### src/rtl/fc_pkg.sv
package fc_pkg;
  typedef enum logic {FC_RESUME = 1'b0, FC_PAUSE = 1'b1} fc_kind_e;

  function automatic int unsigned mark_level(input int unsigned thr, input int unsigned unit_shift);
    return thr << unit_shift;
  endfunction
endpackage

### src/rtl/fc_rts_ctl.sv
module fc_rts_ctl #(
  parameter int LEVEL_W = 7,
  parameter int THR_W = 4,
  parameter int UNIT_SHIFT = 2
) (
  input  logic               clk,
  input  logic               rst,
  input  logic               auto_rts,
  input  logic [THR_W-1:0]   halt_thr,
  input  logic [THR_W-1:0]   resume_thr,
  input  logic [LEVEL_W-1:0] level,
  output logic               rts
);
  localparam int CMP_W = LEVEL_W + 1;

  logic [CMP_W-1:0] halt_lvl, resume_lvl;
  logic             halted_q, halted_d;

  assign halt_lvl   = CMP_W'(fc_pkg::mark_level(halt_thr, UNIT_SHIFT));
  assign resume_lvl = CMP_W'(fc_pkg::mark_level(resume_thr, UNIT_SHIFT));

  always_comb begin
    halted_d = halted_q;
    if (CMP_W'(level) >= halt_lvl)        halted_d = 1'b1;
    else if (CMP_W'(level) <= resume_lvl) halted_d = 1'b0;
  end

  always_ff @(posedge clk) begin
    if (rst) begin
      halted_q <= 1'b0;
      rts      <= 1'b1;
    end else begin
      halted_q <= halted_d;
      rts      <= !(auto_rts && halted_d);
    end
  end

  p_rts_halt_r2: assert property (@(posedge clk) disable iff (rst)
    (auto_rts && CMP_W'(level) >= halt_lvl) |=> !rts);
  p_rts_resume_r3: assert property (@(posedge clk) disable iff (rst)
    (CMP_W'(level) <= resume_lvl && CMP_W'(level) < halt_lvl) |=> rts);
  p_rts_off_r4: assert property (@(posedge clk) disable iff (rst)
    !auto_rts |=> rts);
endmodule

### src/rtl/fc_rx_filter.sv
module fc_rx_filter #(
  parameter int CHAR_W = 8
) (
  input  logic              clk,
  input  logic              rst,
  input  logic              sw_rx_en,
  input  logic              xany,
  input  logic [CHAR_W-1:0] xon_char,
  input  logic [CHAR_W-1:0] xoff_char,
  input  logic              rx_valid,
  input  logic [CHAR_W-1:0] rx_char,
  output logic              paused,
  output logic              rx_store
);
  logic is_off, is_on;
  assign is_off = sw_rx_en && (rx_char == xoff_char);
  assign is_on  = sw_rx_en && (rx_char == xon_char);

  always_ff @(posedge clk) begin
    if (rst) begin
      paused   <= 1'b0;
      rx_store <= 1'b0;
    end else begin
      rx_store <= rx_valid && !(is_off || is_on);
      if (!sw_rx_en)                  paused <= 1'b0;
      else if (rx_valid) begin
        if (is_off)                   paused <= 1'b1;
        else if (is_on || xany)       paused <= 1'b0;
      end
    end
  end

  p_consume_r9: assert property (@(posedge clk) disable iff (rst)
    (rx_valid && (is_off || is_on)) |=> !rx_store);
  p_pause_r7: assert property (@(posedge clk) disable iff (rst)
    (rx_valid && is_off) |=> paused);
  p_noany_r8: assert property (@(posedge clk) disable iff (rst)
    (sw_rx_en && paused && !xany && !(rx_valid && is_on)) |=> paused);
endmodule

### src/rtl/fc_tx_gate.sv
module fc_tx_gate (
  input  logic clk,
  input  logic rst,
  input  logic auto_cts,
  input  logic cts,
  input  logic tx_busy,
  input  logic sw_paused,
  output logic tx_enable
);
  logic allow;
  assign allow = !(auto_cts && !cts) && !sw_paused;

  always_ff @(posedge clk) begin
    if (rst)                        tx_enable <= 1'b1;
    else if (tx_busy && tx_enable)  tx_enable <= 1'b1;
    else                            tx_enable <= allow;
  end

  p_busy_hold_r6: assert property (@(posedge clk) disable iff (rst)
    (tx_busy && tx_enable) |=> tx_enable);
  p_cts_stop_r5: assert property (@(posedge clk) disable iff (rst)
    (auto_cts && !cts && !tx_busy) |=> !tx_enable);
endmodule

### src/rtl/fc_flow_tx.sv
module fc_flow_tx #(
  parameter int LEVEL_W = 7,
  parameter int THR_W = 4,
  parameter int UNIT_SHIFT = 2,
  parameter int CHAR_W = 8
) (
  input  logic               clk,
  input  logic               rst,
  input  logic               sw_tx_en,
  input  logic [THR_W-1:0]   halt_thr,
  input  logic [THR_W-1:0]   resume_thr,
  input  logic [LEVEL_W-1:0] level,
  input  logic [CHAR_W-1:0]  xon_char,
  input  logic [CHAR_W-1:0]  xoff_char,
  input  logic               ack,
  output logic               flow_req,
  output logic [CHAR_W-1:0]  flow_char
);
  import fc_pkg::*;
  localparam int CMP_W = LEVEL_W + 1;

  logic [CMP_W-1:0] halt_lvl, resume_lvl;
  logic             sent_off;
  fc_kind_e         kind_q;
  logic             need_off, need_on;

  assign halt_lvl   = CMP_W'(mark_level(halt_thr, UNIT_SHIFT));
  assign resume_lvl = CMP_W'(mark_level(resume_thr, UNIT_SHIFT));
  assign need_off   = !sent_off && CMP_W'(level) >= halt_lvl;
  assign need_on    = sent_off && CMP_W'(level) <= resume_lvl;

  always_ff @(posedge clk) begin
    if (rst || !sw_tx_en) begin
      flow_req  <= 1'b0;
      sent_off  <= 1'b0;
      kind_q    <= FC_RESUME;
      flow_char <= '0;
    end else if (flow_req && ack) begin
      flow_req <= 1'b0;
      sent_off <= (kind_q == FC_PAUSE);
    end else if (!flow_req && (need_off || need_on)) begin
      flow_req  <= 1'b1;
      kind_q    <= need_off ? FC_PAUSE : FC_RESUME;
      flow_char <= need_off ? xoff_char : xon_char;
    end
  end

  p_req_hold_r10: assert property (@(posedge clk) disable iff (rst)
    (sw_tx_en && flow_req && !ack) |=> (flow_req && $stable(flow_char)));
  p_ack_drop_r10: assert property (@(posedge clk) disable iff (rst)
    (flow_req && ack) |=> !flow_req);
  p_no_early_on_r11: assert property (@(posedge clk) disable iff (rst)
    (!sent_off && !need_off && !flow_req) |=> !flow_req);
endmodule

### src/rtl/flow_ctrl_top.sv
module flow_ctrl_top #(
  parameter int LEVEL_W = 7,
  parameter int THR_W = 4,
  parameter int THR_UNIT = 4,
  parameter int CHAR_W = 8
) (
  input  logic               clk,
  input  logic               rst,
  input  logic               cfg_auto_rts,
  input  logic               cfg_auto_cts,
  input  logic               cfg_sw_rx_en,
  input  logic               cfg_sw_tx_en,
  input  logic               cfg_xany,
  input  logic [THR_W-1:0]   cfg_halt_thr,
  input  logic [THR_W-1:0]   cfg_resume_thr,
  input  logic [CHAR_W-1:0]  cfg_xon_char,
  input  logic [CHAR_W-1:0]  cfg_xoff_char,
  input  logic [LEVEL_W-1:0] rx_level,
  input  logic               rx_valid,
  input  logic [CHAR_W-1:0]  rx_char,
  input  logic               cts,
  input  logic               tx_busy,
  input  logic               flow_ack,
  output logic               rts,
  output logic               tx_enable,
  output logic               rx_store,
  output logic               flow_req,
  output logic [CHAR_W-1:0]  flow_char
);
  localparam int UNIT_SHIFT = $clog2(THR_UNIT);

  logic sw_paused;

  fc_rts_ctl #(.LEVEL_W(LEVEL_W), .THR_W(THR_W), .UNIT_SHIFT(UNIT_SHIFT)) u_rts (
    .clk(clk), .rst(rst), .auto_rts(cfg_auto_rts), .halt_thr(cfg_halt_thr),
    .resume_thr(cfg_resume_thr), .level(rx_level), .rts(rts));

  fc_rx_filter #(.CHAR_W(CHAR_W)) u_rxf (
    .clk(clk), .rst(rst), .sw_rx_en(cfg_sw_rx_en), .xany(cfg_xany),
    .xon_char(cfg_xon_char), .xoff_char(cfg_xoff_char), .rx_valid(rx_valid),
    .rx_char(rx_char), .paused(sw_paused), .rx_store(rx_store));

  fc_tx_gate u_gate (
    .clk(clk), .rst(rst), .auto_cts(cfg_auto_cts), .cts(cts), .tx_busy(tx_busy),
    .sw_paused(sw_paused), .tx_enable(tx_enable));

  fc_flow_tx #(.LEVEL_W(LEVEL_W), .THR_W(THR_W), .UNIT_SHIFT(UNIT_SHIFT), .CHAR_W(CHAR_W)) u_ftx (
    .clk(clk), .rst(rst), .sw_tx_en(cfg_sw_tx_en), .halt_thr(cfg_halt_thr),
    .resume_thr(cfg_resume_thr), .level(rx_level), .xon_char(cfg_xon_char),
    .xoff_char(cfg_xoff_char), .ack(flow_ack), .flow_req(flow_req), .flow_char(flow_char));

  p_paused_stops_r7: assert property (@(posedge clk) disable iff (rst)
    (sw_paused && !tx_busy) |=> !tx_enable);
endmodule

### config.mk
export PLATFORM = sky130hd
export DESIGN_NAME = flow_ctrl_top
export DESIGN_NICKNAME = d
export VERILOG_FILES = /design/src/rtl/fc_pkg.sv /design/src/rtl/fc_rts_ctl.sv /design/src/rtl/fc_rx_filter.sv /design/src/rtl/fc_tx_gate.sv /design/src/rtl/fc_flow_tx.sv /design/src/rtl/flow_ctrl_top.sv
export SDC_FILE = /design/constraint.sdc
export NUM_CORES = 1
export LEC_CHECK = 0
export ABC_AREA = 1
export BUFFER_PORTS_ARGS = -buffer_cell sky130_fd_sc_hd__buf_4
export CORE_MARGIN = 3
export CORE_UTILIZATION = 47
export DETAILED_ROUTE_END_ITERATION = 12
export PLACE_DENSITY = 0.8
export SLEW_MARGIN = 20
export SYNTH_ARGS = -nofsm -noshare
export SYNTH_HDL_FRONTEND = slang
export SYNTH_SLANG_ARGS = --single-unit
### constraint.sdc
create_clock -name clk -period 2.29 [get_ports clk]
set_input_delay 0.5725 -clock clk [delete_from_list [all_inputs] [get_ports clk]]
set_output_delay 0.5725 -clock clk [all_outputs]
set_load 0.01 [all_outputs]
==> results of run 1 <==
cell families (layout without fill, tap and decap cells):
family          count (synthesis)  after routing  share of synthesized area
fa+ha+maj                       8              8                    0.07435
simple gates                  133            133                     0.4294
xor+xnor                        4              4                    0.02603
compound gates                 20             20                    0.08737
buf+inv                        49            112                     0.1450
flops                          16             16                     0.2379
synthesized netlist by cell type, types with 2 or more instances:
| library cell | count | area, µm² |
|---|---|---|
| a21oi_1 | 5 | 25.02 |
| nor2_1 | 40 | 150.1 |
| ha_1 | 8 | 100.1 |
| nand2_4 | 3 | 33.78 |
| xor2_1 | 2 | 17.52 |
| nor3_2 | 2 | 20.02 |
| xnor2_1 | 2 | 17.52 |
| dfxtp_1 | 16 | 320.3 |
| nor3_1 | 2 | 10.01 |
| or2_2 | 2 | 12.51 |
| nor2_2 | 2 | 12.51 |
| nand3_1 | 11 | 55.05 |
| o21ai_1 | 6 | 30.03 |
| nand2_1 | 66 | 247.7 |
| nand2_2 | 3 | 18.77 |
| o21ai_0 | 3 | 15.01 |
| inv_1 | 46 | 172.7 |
cells in the final DEF, fill, tap and decap left out, drive strengths merged:
cell     count
a21oi        6
buf         61
clkbuf       4
clkinv       1
dfxtp       16
ha           8
inv         46
nand2       72
nand3       12
nand3b       1
nor2        42
nor3         4
o2111ai      1
o211ai       1
o21a         1
o21ai       10
o22ai        1
or2          2
xnor2        2
xor2         2
critical path, stage by stage:
cell and delay (ns):
buf_4 0.08, inv_1 0.03, ha_1 0.29, nand2_1 0.12, nor2_1 0.06, o21ai_2 0.12, nand3_2 0.15, nand2_4 0.19
nand2_4 0.08, nand2_4 0.16, nand2_1 0.07, nand2_1 0.06, nor2_1 0.05
sequential cells by signal, summed over array words and instances (netlist names):
| signal | count |
|---|---|
| u_ftx.flow_char | 8 |
| u_ftx.flow_req | 1 |
| u_ftx.kind_q | 1 |
| u_ftx.sent_off | 1 |
| u_gate.tx_enable | 1 |
| u_rts.halted_q | 1 |
| u_rts.rts | 1 |
| u_rxf.paused | 1 |
| u_rxf.rx_store | 1 |
metrics by stage:
| step | setup slack, ns | power [mW] | hold WS, ns |
|---|---|---|---|
| 6_report | 0.4390 | 0.7693 | 0.4325 |
| 5_1_grt | 0.2909 | 0.8259 | 0.4408 |
| 4_1_cts | 0.4414 | 0.7735 | 0.4324 |
| 3_5_place_dp | 0.1353 | 0.5927 | 0.4631 |
| 3_3_place_gp | 0.2125 | 0.5890 | 0.4648 |
| 2_1_floorplan | 0.3876 | 0.4728 | 0.4229 |
power groups by stage:
stage	sequential, mW	combinational, mW	clock (mW)
4_1_cts	0.303	0.285	0.185
3_5_place_dp	0.309	0.284	0
3_3_place_gp	0.309	0.280	0
2_1_floorplan	0.315	0.158	0
6_report	0.303	0.282	0.184
5_1_grt	0.305	0.322	0.198
layer usage:
metal | share of wire | vias up | global-route usage | wire length, µm
li1 | - | 817 | - | -
met1 | 0.41 | 641 | 0.2320 | 1356
met2 | 0.49 | 54 | 0.3495 | 1605
met3 | 0.094 | 0 | 0.04575 | 307
met4 | 0 | 0 | 0 | 0
met5 | 0 | - | 0 | 0
cell type report:
| cell class | instances | area (µm²) | share of cell area |
|---|---|---|---|
| Multi-Input combinational cell | 165 | 830.8 | 0.4468 |
| Inverter | 47 | 176.4 | 0.09489 |
| Timing Repair Buffer | 61 | 457.9 | 0.2463 |
| Tap cell | 30 | 37.54 | 0.02019 |
| Clock buffer | 4 | 36.28 | 0.01952 |
| Sequential cell | 16 | 320.3 | 0.1723 |
final timing paths:
| path | start | endpoint | slack, ns | cells after the start |
|---|---|---|---|---|
| max | cfg_halt_thr[2] | u_ftx.flow_char[5] | 0.44 | 13 |
| min | cfg_auto_rts | u_rts.rts | 0.43 | 2 |
| max reg2reg | u_ftx.sent_off | u_ftx.flow_char[7] | 1.08 | 6 |
| min reg2reg | u_gate.tx_enable | u_gate.tx_enable | 0.48 | 2 |
==> impl_metrics.json, run 1 <==
{
  "via_per_inst": 4.681,
  "clkSlewWorstSetupHoldPaths_ns": 0.09,
  "seq_power_share": 0.394,
  "antenna_found_initial": 0,
  "startpoint_type": "input pin",
  "critical_path_required_ns": 2.47,
  "synthArstFlopShare": 0,
  "finClkSkew_ns": 0.007020,
  "hold_viol_final": 0,
  "syn-num-nets": 288,
  "ir_drop_mv": 0.6022,
  "globalRouteTotalUtil": 0.1882,
  "internal_power_mw": 0.5269,
  "antennaDiodeCount": 0,
  "final_cell_area_um2": 1859,
  "rsz0062_at_grt": "no",
  "combPwrFrac": 0.367,
  "chipHeight_um": 59.52,
  "place_area_um2": 1823,
  "p_sw_frac": 0.3151,
  "dpl.cell_count": 319,
  "post_cts_buffers": 0,
  "fin_nets": 352,
  "core_area_um2": 2590,
  "start_util": 0.5198,
  "totalWireLength_mm": 3.269,
  "power_frac_clock": 0.239,
  "tns_ns": 0,
  "drtAntennaViolNets": 0,
  "synth_enable_flop_cells": 0,
  "initialDrtViolationCount": 48,
  "synth-warning-count": 0,
  "dieArea_um2": 3543,
  "num_vias": 1512,
  "portBuffers": 61,
  "areaGrowthSynthToFinish_pct": 38.10,
  "grt_max_degree": 18,
  "syn_area_um2": 1346,
  "cts_made_buffers": 3,
  "htree_levels": 1,
  "p_per_area_nw_per_um2": 413.8,
  "avgSynthCellArea_um2": 5.853,
  "holdCritPathClass": "in -> reg",
  "worstPathMaxFanout": 17,
  "n_fill_cell": 241,
  "status": "complete, no violations",
  "finalCritPeriodShare": 0.8083,
  "synth_ff_type": "dfxtp_1",
  "maxSlewHeadroom": 0.8142,
  "ios": 62,
  "yosys_register_bits": 16,
  "ys_types": 28,
  "tritoncts": "built",
  "place_congestion": 0.8352,
  "cts-root-buf": "clkbuf_4",
  "worstSetupEndpointType": "register",
  "grt_pass1_vias": 1353,
  "layout-drive-gt1-share": 0.2730,
  "clk_latency_ns": 0.29,
  "critPathArrivalTime_ns": 2.03,
  "cts.sinks": 16,
  "worst_slew_pin_slew_ns": 0.2771,
  "seq_area_frac_synth": 0.2379,
  "cts_hold_buf": 0,
  "max_freq_ghz": 0.5403,
  "drcViolationCount": 0,
  "maxSlewViolCount": 0,
  "synthCells": 230,
  "setup_viol": 0,
  "p_switching_mw": 0.2424,
  "rows": 18,
  "final_core_util": 0.7179,
  "p_leak_nw": 1.059,
  "path_class": "in -> reg",
  "fp.dieW_um": 59.52,
  "dpl.hpwl_mm": 2.808,
  "finalCriticalPeriod_ns": 1.851,
  "clock_path_buffers": 2,
  "grt_first_pass_wirelength_mm": 5.285,
  "cap_violations": 0,
  "firstDrtPassIters": 4,
  "cts_resized": 0,
  "stdcell_count": 323,
  "wl_per_cell_um": 10.12,
  "grt.overflow.total": 0
}
(Power assumes the default switching activity.)
==> run 2: changes to the inputs <==
- CORE_UTILIZATION: 47 -> 42
- PLACE_DENSITY: 0.8 -> 0.76
- clock period: 2.29 -> 1.6 ns (I/O delays scaled with it)
==> impl_metrics.json, run 2 (synthesis gave the netlist of run 1 again) <==
{
  "mostFrequentLayoutCells": "buf_4, nand2_1, inv_1",
  "stdcell_count": 342,
  "place_congestion": 0.8602,
  "fp.dieW_um": 62.62,
  "critical-path-max-stage-delay_ns": 0.27,
  "cts.sinks": 16,
  "fin_nets": 360,
  "maxSlewHeadroom": 0.7188,
  "rsz0062_at_grt": "yes",
  "start_util": 0.4642,
  "worstPathMaxFanout": 8,
  "min_from": "cfg_auto_rts",
  "core_area_um2": 2900,
  "finalCritPeriodShare": 0.9816,
  "fin_hold_ws_ns": 0.2658,
  "worstSetupEndpointType": "register",
  "drcViolationCount": 0,
  "finClkSkew_ns": 0.001226,
  "chipHeight_um": 62.62,
  "startpoint_type": "input pin",
  "worst_slew_pin_slew_ns": 0.4214,
  "rows": 19,
  "initialDrtViolationCount": 108,
  "holdCritPathClass": "in -> reg",
  "largest_reg_flops": 8,
  "layout-drive-gt1-share": 0.3800,
  "antenna_found_initial": 0,
  "dpl.hpwl_mm": 2.941,
  "cts-root-buf": "clkbuf_4",
  "rrSetupSlack_ns": 0.37,
  "hold_depth": 2,
  "final_common_cell": "buf_4",
  "drtAntennaViolNets": 0,
  "areaGrowthSynthToFinish_pct": 60.32,
  "firstDrtPassIters": 4,
  "wl_per_cell_um": 10.59,
  "hold-path-endpoint": "u_rts.rts",
  "maxSlewViolCount": 0,
  "finalCriticalPeriod_ns": 1.571,
  "path_cells": "buf_8, ha_4, nand2_4, nor3_4, nand3_2, nand3_4, nand2_8, nand2_8, nand2_8, nor2_1, nor2_1",
  "grt_first_pass_wirelength_mm": 6.016,
  "cp_common_cell": "nand2_8",
  "status": "complete, no violations",
  "ir_drop_mv": 0.2744,
  "setup_viol": 0,
  "worstReg2RegEnd": "u_ftx.flow_char[0]",
  "regMostFlops": "u_ftx.flow_char",
  "portBuffers": 61,
  "critical_path_required_ns": 1.79,
  "n_fill_cell": 263,
  "crit_slowest_cell": "ha_4",
  "grt_pass1_vias": 1486,
  "r2r_start": "u_ftx.sent_off",
  "clkSlewWorstSetupHoldPaths_ns": 0.09,
  "cap_violations": 0,
  "cp.depth": 11,
  "dieArea_um2": 3921,
  "cts_made_buffers": 3,
  "p_per_area_nw_per_um2": 546.3,
  "critPathBufInv": 1,
  "r2r_cells": 6,
  "globalRouteTotalUtil": 0.1829,
  "tritoncts": "built",
  "cts_hold_buf": 0,
  "clk_latency_ns": 0.28,
  "clock_path_buffers": 2,
  "p_leak_nw": 1.126,
  "grt_max_degree": 18,
  "dpl.cell_count": 335,
  "totalWireLength_mm": 3.621,
  "ios": 62,
  "antennaDiodeCount": 0,
  "critPathArrivalTime_ns": 1.76,
  "critical-path-top-delay-family": "simple AND/OR/NAND/NOR gates",
  "num_vias": 1568,
  "grt.overflow.total": 0,
  "hold_viol_final": 0,
  "max_freq_ghz": 0.6367,
  "htree_levels": 1,
  "via_per_inst": 4.585,
  "path_class": "in -> reg"
}
## run 2: changes by cell type in the layout (fill, tap and decap cells not counted), sizes merged
cell,change
buf,+5
nand2,+3
clkbuf,-1
## run 2: per-layer routing
metal	wire length, µm	GRT usage	up-vias
met1	1542	0.2141	671
met4	30	0.05234	0
met2	1789	0.3236	49
li1	-	-	843
met3	258	0.05036	5
met5	0	0	-
## run 2: where the power goes
| group | internal, mW | total (mW) | switching [mW] |
|---|---|---|---|
| clock | 0.0875 | 0.207 | 0.119 |
| sequential | 0.422 | 0.433 | 0.0114 |
| combinational | 0.264 | 0.539 | 0.275 |
| total | 0.773 | 1.18 | 0.406 |
## run 2: layout make-up
| type | instances | area [µm²] | share of cell area |
|---|---|---|---|
| multi-input combinational | 168 | 1031 | 0.4777 |
| sequential | 16 | 320.3 | 0.1484 |
| inverter | 47 | 193.9 | 0.08986 |
| clock buffer | 3 | 22.52 | 0.01043 |
| tap | 42 | 52.55 | 0.02435 |
| timing repair buffer | 66 | 538.0 | 0.2493 |
## run 2: per-stage QoR
| step | setup WS, ns | power [mW] | cell area [µm²] | setup TNS, ns | util |
|---|---|---|---|---|---|
| floorplan | -0.06937 | 0.6977 | 1425 | -0.4589 | - |
| global placement | -0.2654 | 0.8905 | 1956 | -2.439 | 0.6743 |
| detailed placement | -0.2823 | 0.8969 | 1956 | -2.754 | 0.6743 |
| CTS | 0.02181 | 1.104 | 1978 | 0 | 0.6821 |
| global route | -0.05567 | 1.272 | 2158 | -0.3202 | 0.7442 |
| finish | 0.02945 | 1.179 | 2158 | 0 | 0.7442 |
## run 2: how the worst max path moves through the flow
stage	start	slack [ns]	endpoint
floorplan	cfg_resume_thr[2]	-0.07	u_ftx.flow_char[7]
global placement	rx_level[5]	-0.27	u_ftx.flow_char[0]
detailed placement	rx_level[4]	-0.28	u_ftx.flow_char[4]
CTS	rx_level[4]	0.02	u_ftx.flow_char[4]
global route	rx_level[4]	-0.06	u_ftx.flow_char[6]
finish	rx_level[4]	0.03	u_ftx.flow_char[0]
## run 2: worst register-to-register path, stage by stage, from the launching register on
cell and delay [ns]:
dfxtp_1 0.32, inv_1 0.28, nand2_8 0.12, nand2_8 0.14
nand2_8 0.10, nor2_1 0.13, nor2_1 0.05
## run 2: what timing repair did
action,4_1_cts,5_1_grt
gates resized for setup,0,34
endpoints found under the setup margin,0,9
buffers inserted,0,1
hold endpoints to repair,0,0
==> run 3: changes to the inputs <==
--- a/config.mk
+++ b/config.mk
@@ -10,4 +10,5 @@
 export CORE_MARGIN = 3
 export CORE_UTILIZATION = 42
+export CTS_BUF_LIST = sky130_fd_sc_hd__clkbuf_16
 export DETAILED_ROUTE_END_ITERATION = 12
 export PLACE_DENSITY = 0.76
==> constraint.sdc (replaced) <==
create_clock -name clk -period 1.6 [get_ports clk]
set_input_delay 0.4 -clock clk [delete_from_list [all_inputs] [get_ports clk]]
set_output_delay 0.4 -clock clk [all_outputs]
set_load 0.02 [all_outputs]
==> impl_metrics.json, run 3 (synthesis gave the netlist of run 1 again) <==
{
  "areaGrowthSynthToFinish_pct": 69.14,
  "cts.sinks": 16,
  "violations": "negative setup slack",
  "min_from": "cfg_auto_rts",
  "p_leak_nw": 1.172,
  "initialDrtViolationCount": 83,
  "n_fill_cell": 230,
  "grt_first_pass_wirelength_mm": 5.809,
  "drcViolationCount": 0,
  "place_congestion": 0.8419,
  "final_core_util": 0.7852,
  "rows": 19,
  "rrSetupSlack_ns": 0.34,
  "grt.overflow.total": 0,
  "layout-drive-gt1-share": 0.4033,
  "grt_pass1_vias": 1471,
  "cts-root-buf": "clkbuf_16",
  "cap_violations": 0,
  "ir_drop_mv": 0.5406,
  "clk_latency_ns": 0.25,
  "worstPathMaxFanout": 6,
  "largest_reg_flops": 8,
  "setup_viol": 8,
  "start_util": 0.4642,
  "status": "complete, but fails checks",
  "critPathArrivalTime_ns": 1.80,
  "path_class": "in -> reg",
  "hold_depth": 2,
  "cts_hold_buf": 0,
  "antennaDiodeCount": 0,
  "regMostFlops": "u_ftx.flow_char",
  "firstDrtPassIters": 4,
  "critical_path_required_ns": 1.74,
  "portBuffers": 61,
  "final_common_cell": "buf_4",
  "wl_per_cell_um": 12.25,
  "hold-path-endpoint": "u_rts.rts",
  "dieArea_um2": 3921,
  "p_per_area_nw_per_um2": 668.4,
  "num_vias": 1606,
  "drtAntennaViolNets": 0,
  "tritoncts": "built",
  "htree_levels": 1,
  "fin_ws_ns": -0.05731,
  "startpoint_type": "input pin",
  "final-seq-area_um2": 320.3,
  "dpl.hpwl_mm": 2.848,
  "ios": 62,
  "antenna_found_initial": 0,
  "worstReg2RegEnd": "u_ftx.flow_char[2]",
  "tns_ns": -0.2022,
  "fin_nets": 359,
  "globalRouteTotalUtil": 0.1773,
  "critPathBufInv": 2,
  "hold_viol_final": 0,
  "finalCritPeriodShare": 1.036,
  "worst_slew_pin_slew_ns": 0.4722,
  "path_cells": "buf_8, ha_4, nand2_4, nor3_4, nand3_1, nand3_2, nand2_8, clkbuf_16, nand2_1, nand2_1, nor2_1, nor2_1",
  "finClkSkew_ns": 0.003141,
  "via_per_inst": 4.696,
  "crit_slowest_cell": "ha_4",
  "totalWireLength_mm": 4.190,
  "maxSlewViolCount": 0,
  "r2r_cells": 7,
  "multiInputGateArea_um2": 1084,
  "grt_max_degree": 18,
  "critical-path-top-delay-family": "simple AND/OR/NAND/NOR gates",
  "max_freq_ghz": 0.6034,
  "mostFrequentLayoutCells": "buf_4, nand2_1, inv_1",
  "cts_made_buffers": 3,
  "r2r_start": "u_ftx.sent_off",
  "fp.dieW_um": 62.62,
  "chipHeight_um": 62.62,
  "clkSlewWorstSetupHoldPaths_ns": 0.05,
  "finalCriticalPeriod_ns": 1.657,
  "core_area_um2": 2900,
  "worstSetupEndpointType": "register",
  "critical-path-max-stage-delay_ns": 0.27,
  "holdCritPathClass": "in -> reg",
  "rsz0062_at_grt": "yes",
  "maxSlewHeadroom": 0.6848,
  "clock_path_buffers": 2
}
run 3: changes by cell type in the layout (fill, tap and decap cells not counted), sizes merged:
cell | before | now
buf | 66 | 65
clkbuf | 3 | 4
clkinv | 1 | 2
nand2 | 75 | 74
run 3: where the power goes:
| group | total (mW) | switching, mW | internal [mW] |
|---|---|---|---|
| clock | 0.488 | 0.157 | 0.332 |
| combinational | 0.599 | 0.319 | 0.280 |
| sequential | 0.435 | 0.0117 | 0.423 |
| total | 1.52 | 0.487 | 1.03 |
run 3: cell type report:
class,count,area share
Multi-Input combinational cell,167,0.4758
Timing Repair Buffer,66,0.2407
Sequential cell,16,0.1407
Inverter,47,0.08516
Clock buffer,3,0.03297
Tap cell,42,0.02308
Clock inverter,1,0.001648
run 3: repair_timing:
action | 4_1_cts | 5_1_grt
setup buffers | 0 | 2
gates resized for setup | 2 | 41
setup endpoints to repair | 8 | 10
pin swaps | 0 | 25
cloned | 0 | 3
run 3: routing by layer:
layer | global-route usage | share of wire
met5 | 0 | 0
met1 | 0.2000 | 0.39
met3 | 0.05755 | 0.073
met4 | 0.06612 | 0.021
met2 | 0.3089 | 0.52
run 3: through the flow:
step,hold WS (ns),instances,total power [mW],cell area (µm²),worst slack [ns]
after floorplan,0.4229,230,0.7120,1425,-0.06970
after global placement,0.4470,333,0.8892,1928,-0.2523
after detailed placement,0.4548,333,0.8954,1928,-0.3099
after CTS,0.3146,337,1.387,2022,0.0003019
after global routing,0.3120,342,1.606,2277,-0.1573
final,0.3146,342,1.522,2277,-0.05731
run 3: worst max-delay path by stage:
stage	cells after the start	to	slack, ns	startpoint
final	12	u_ftx.flow_char[2]	-0.06	rx_level[4]
after global routing	12	u_ftx.flow_char[2]	-0.16	rx_level[4]
after CTS	13	u_ftx.flow_char[5]	0.0003	rx_level[5]
after detailed placement	14	u_ftx.flow_char[5]	-0.31	cfg_resume_thr[2]
after global placement	13	u_ftx.flow_char[1]	-0.25	rx_level[5]
after floorplan	14	u_ftx.flow_char[7]	-0.07	cfg_resume_thr[2]
run 3: worst reg2reg max path, delay by kind of cell, from the launching register on:
family / cells / cell delay (ns)
flops: 1 / 0.34
simple gates: 5 / 0.38
buf+inv: 2 / 0.43
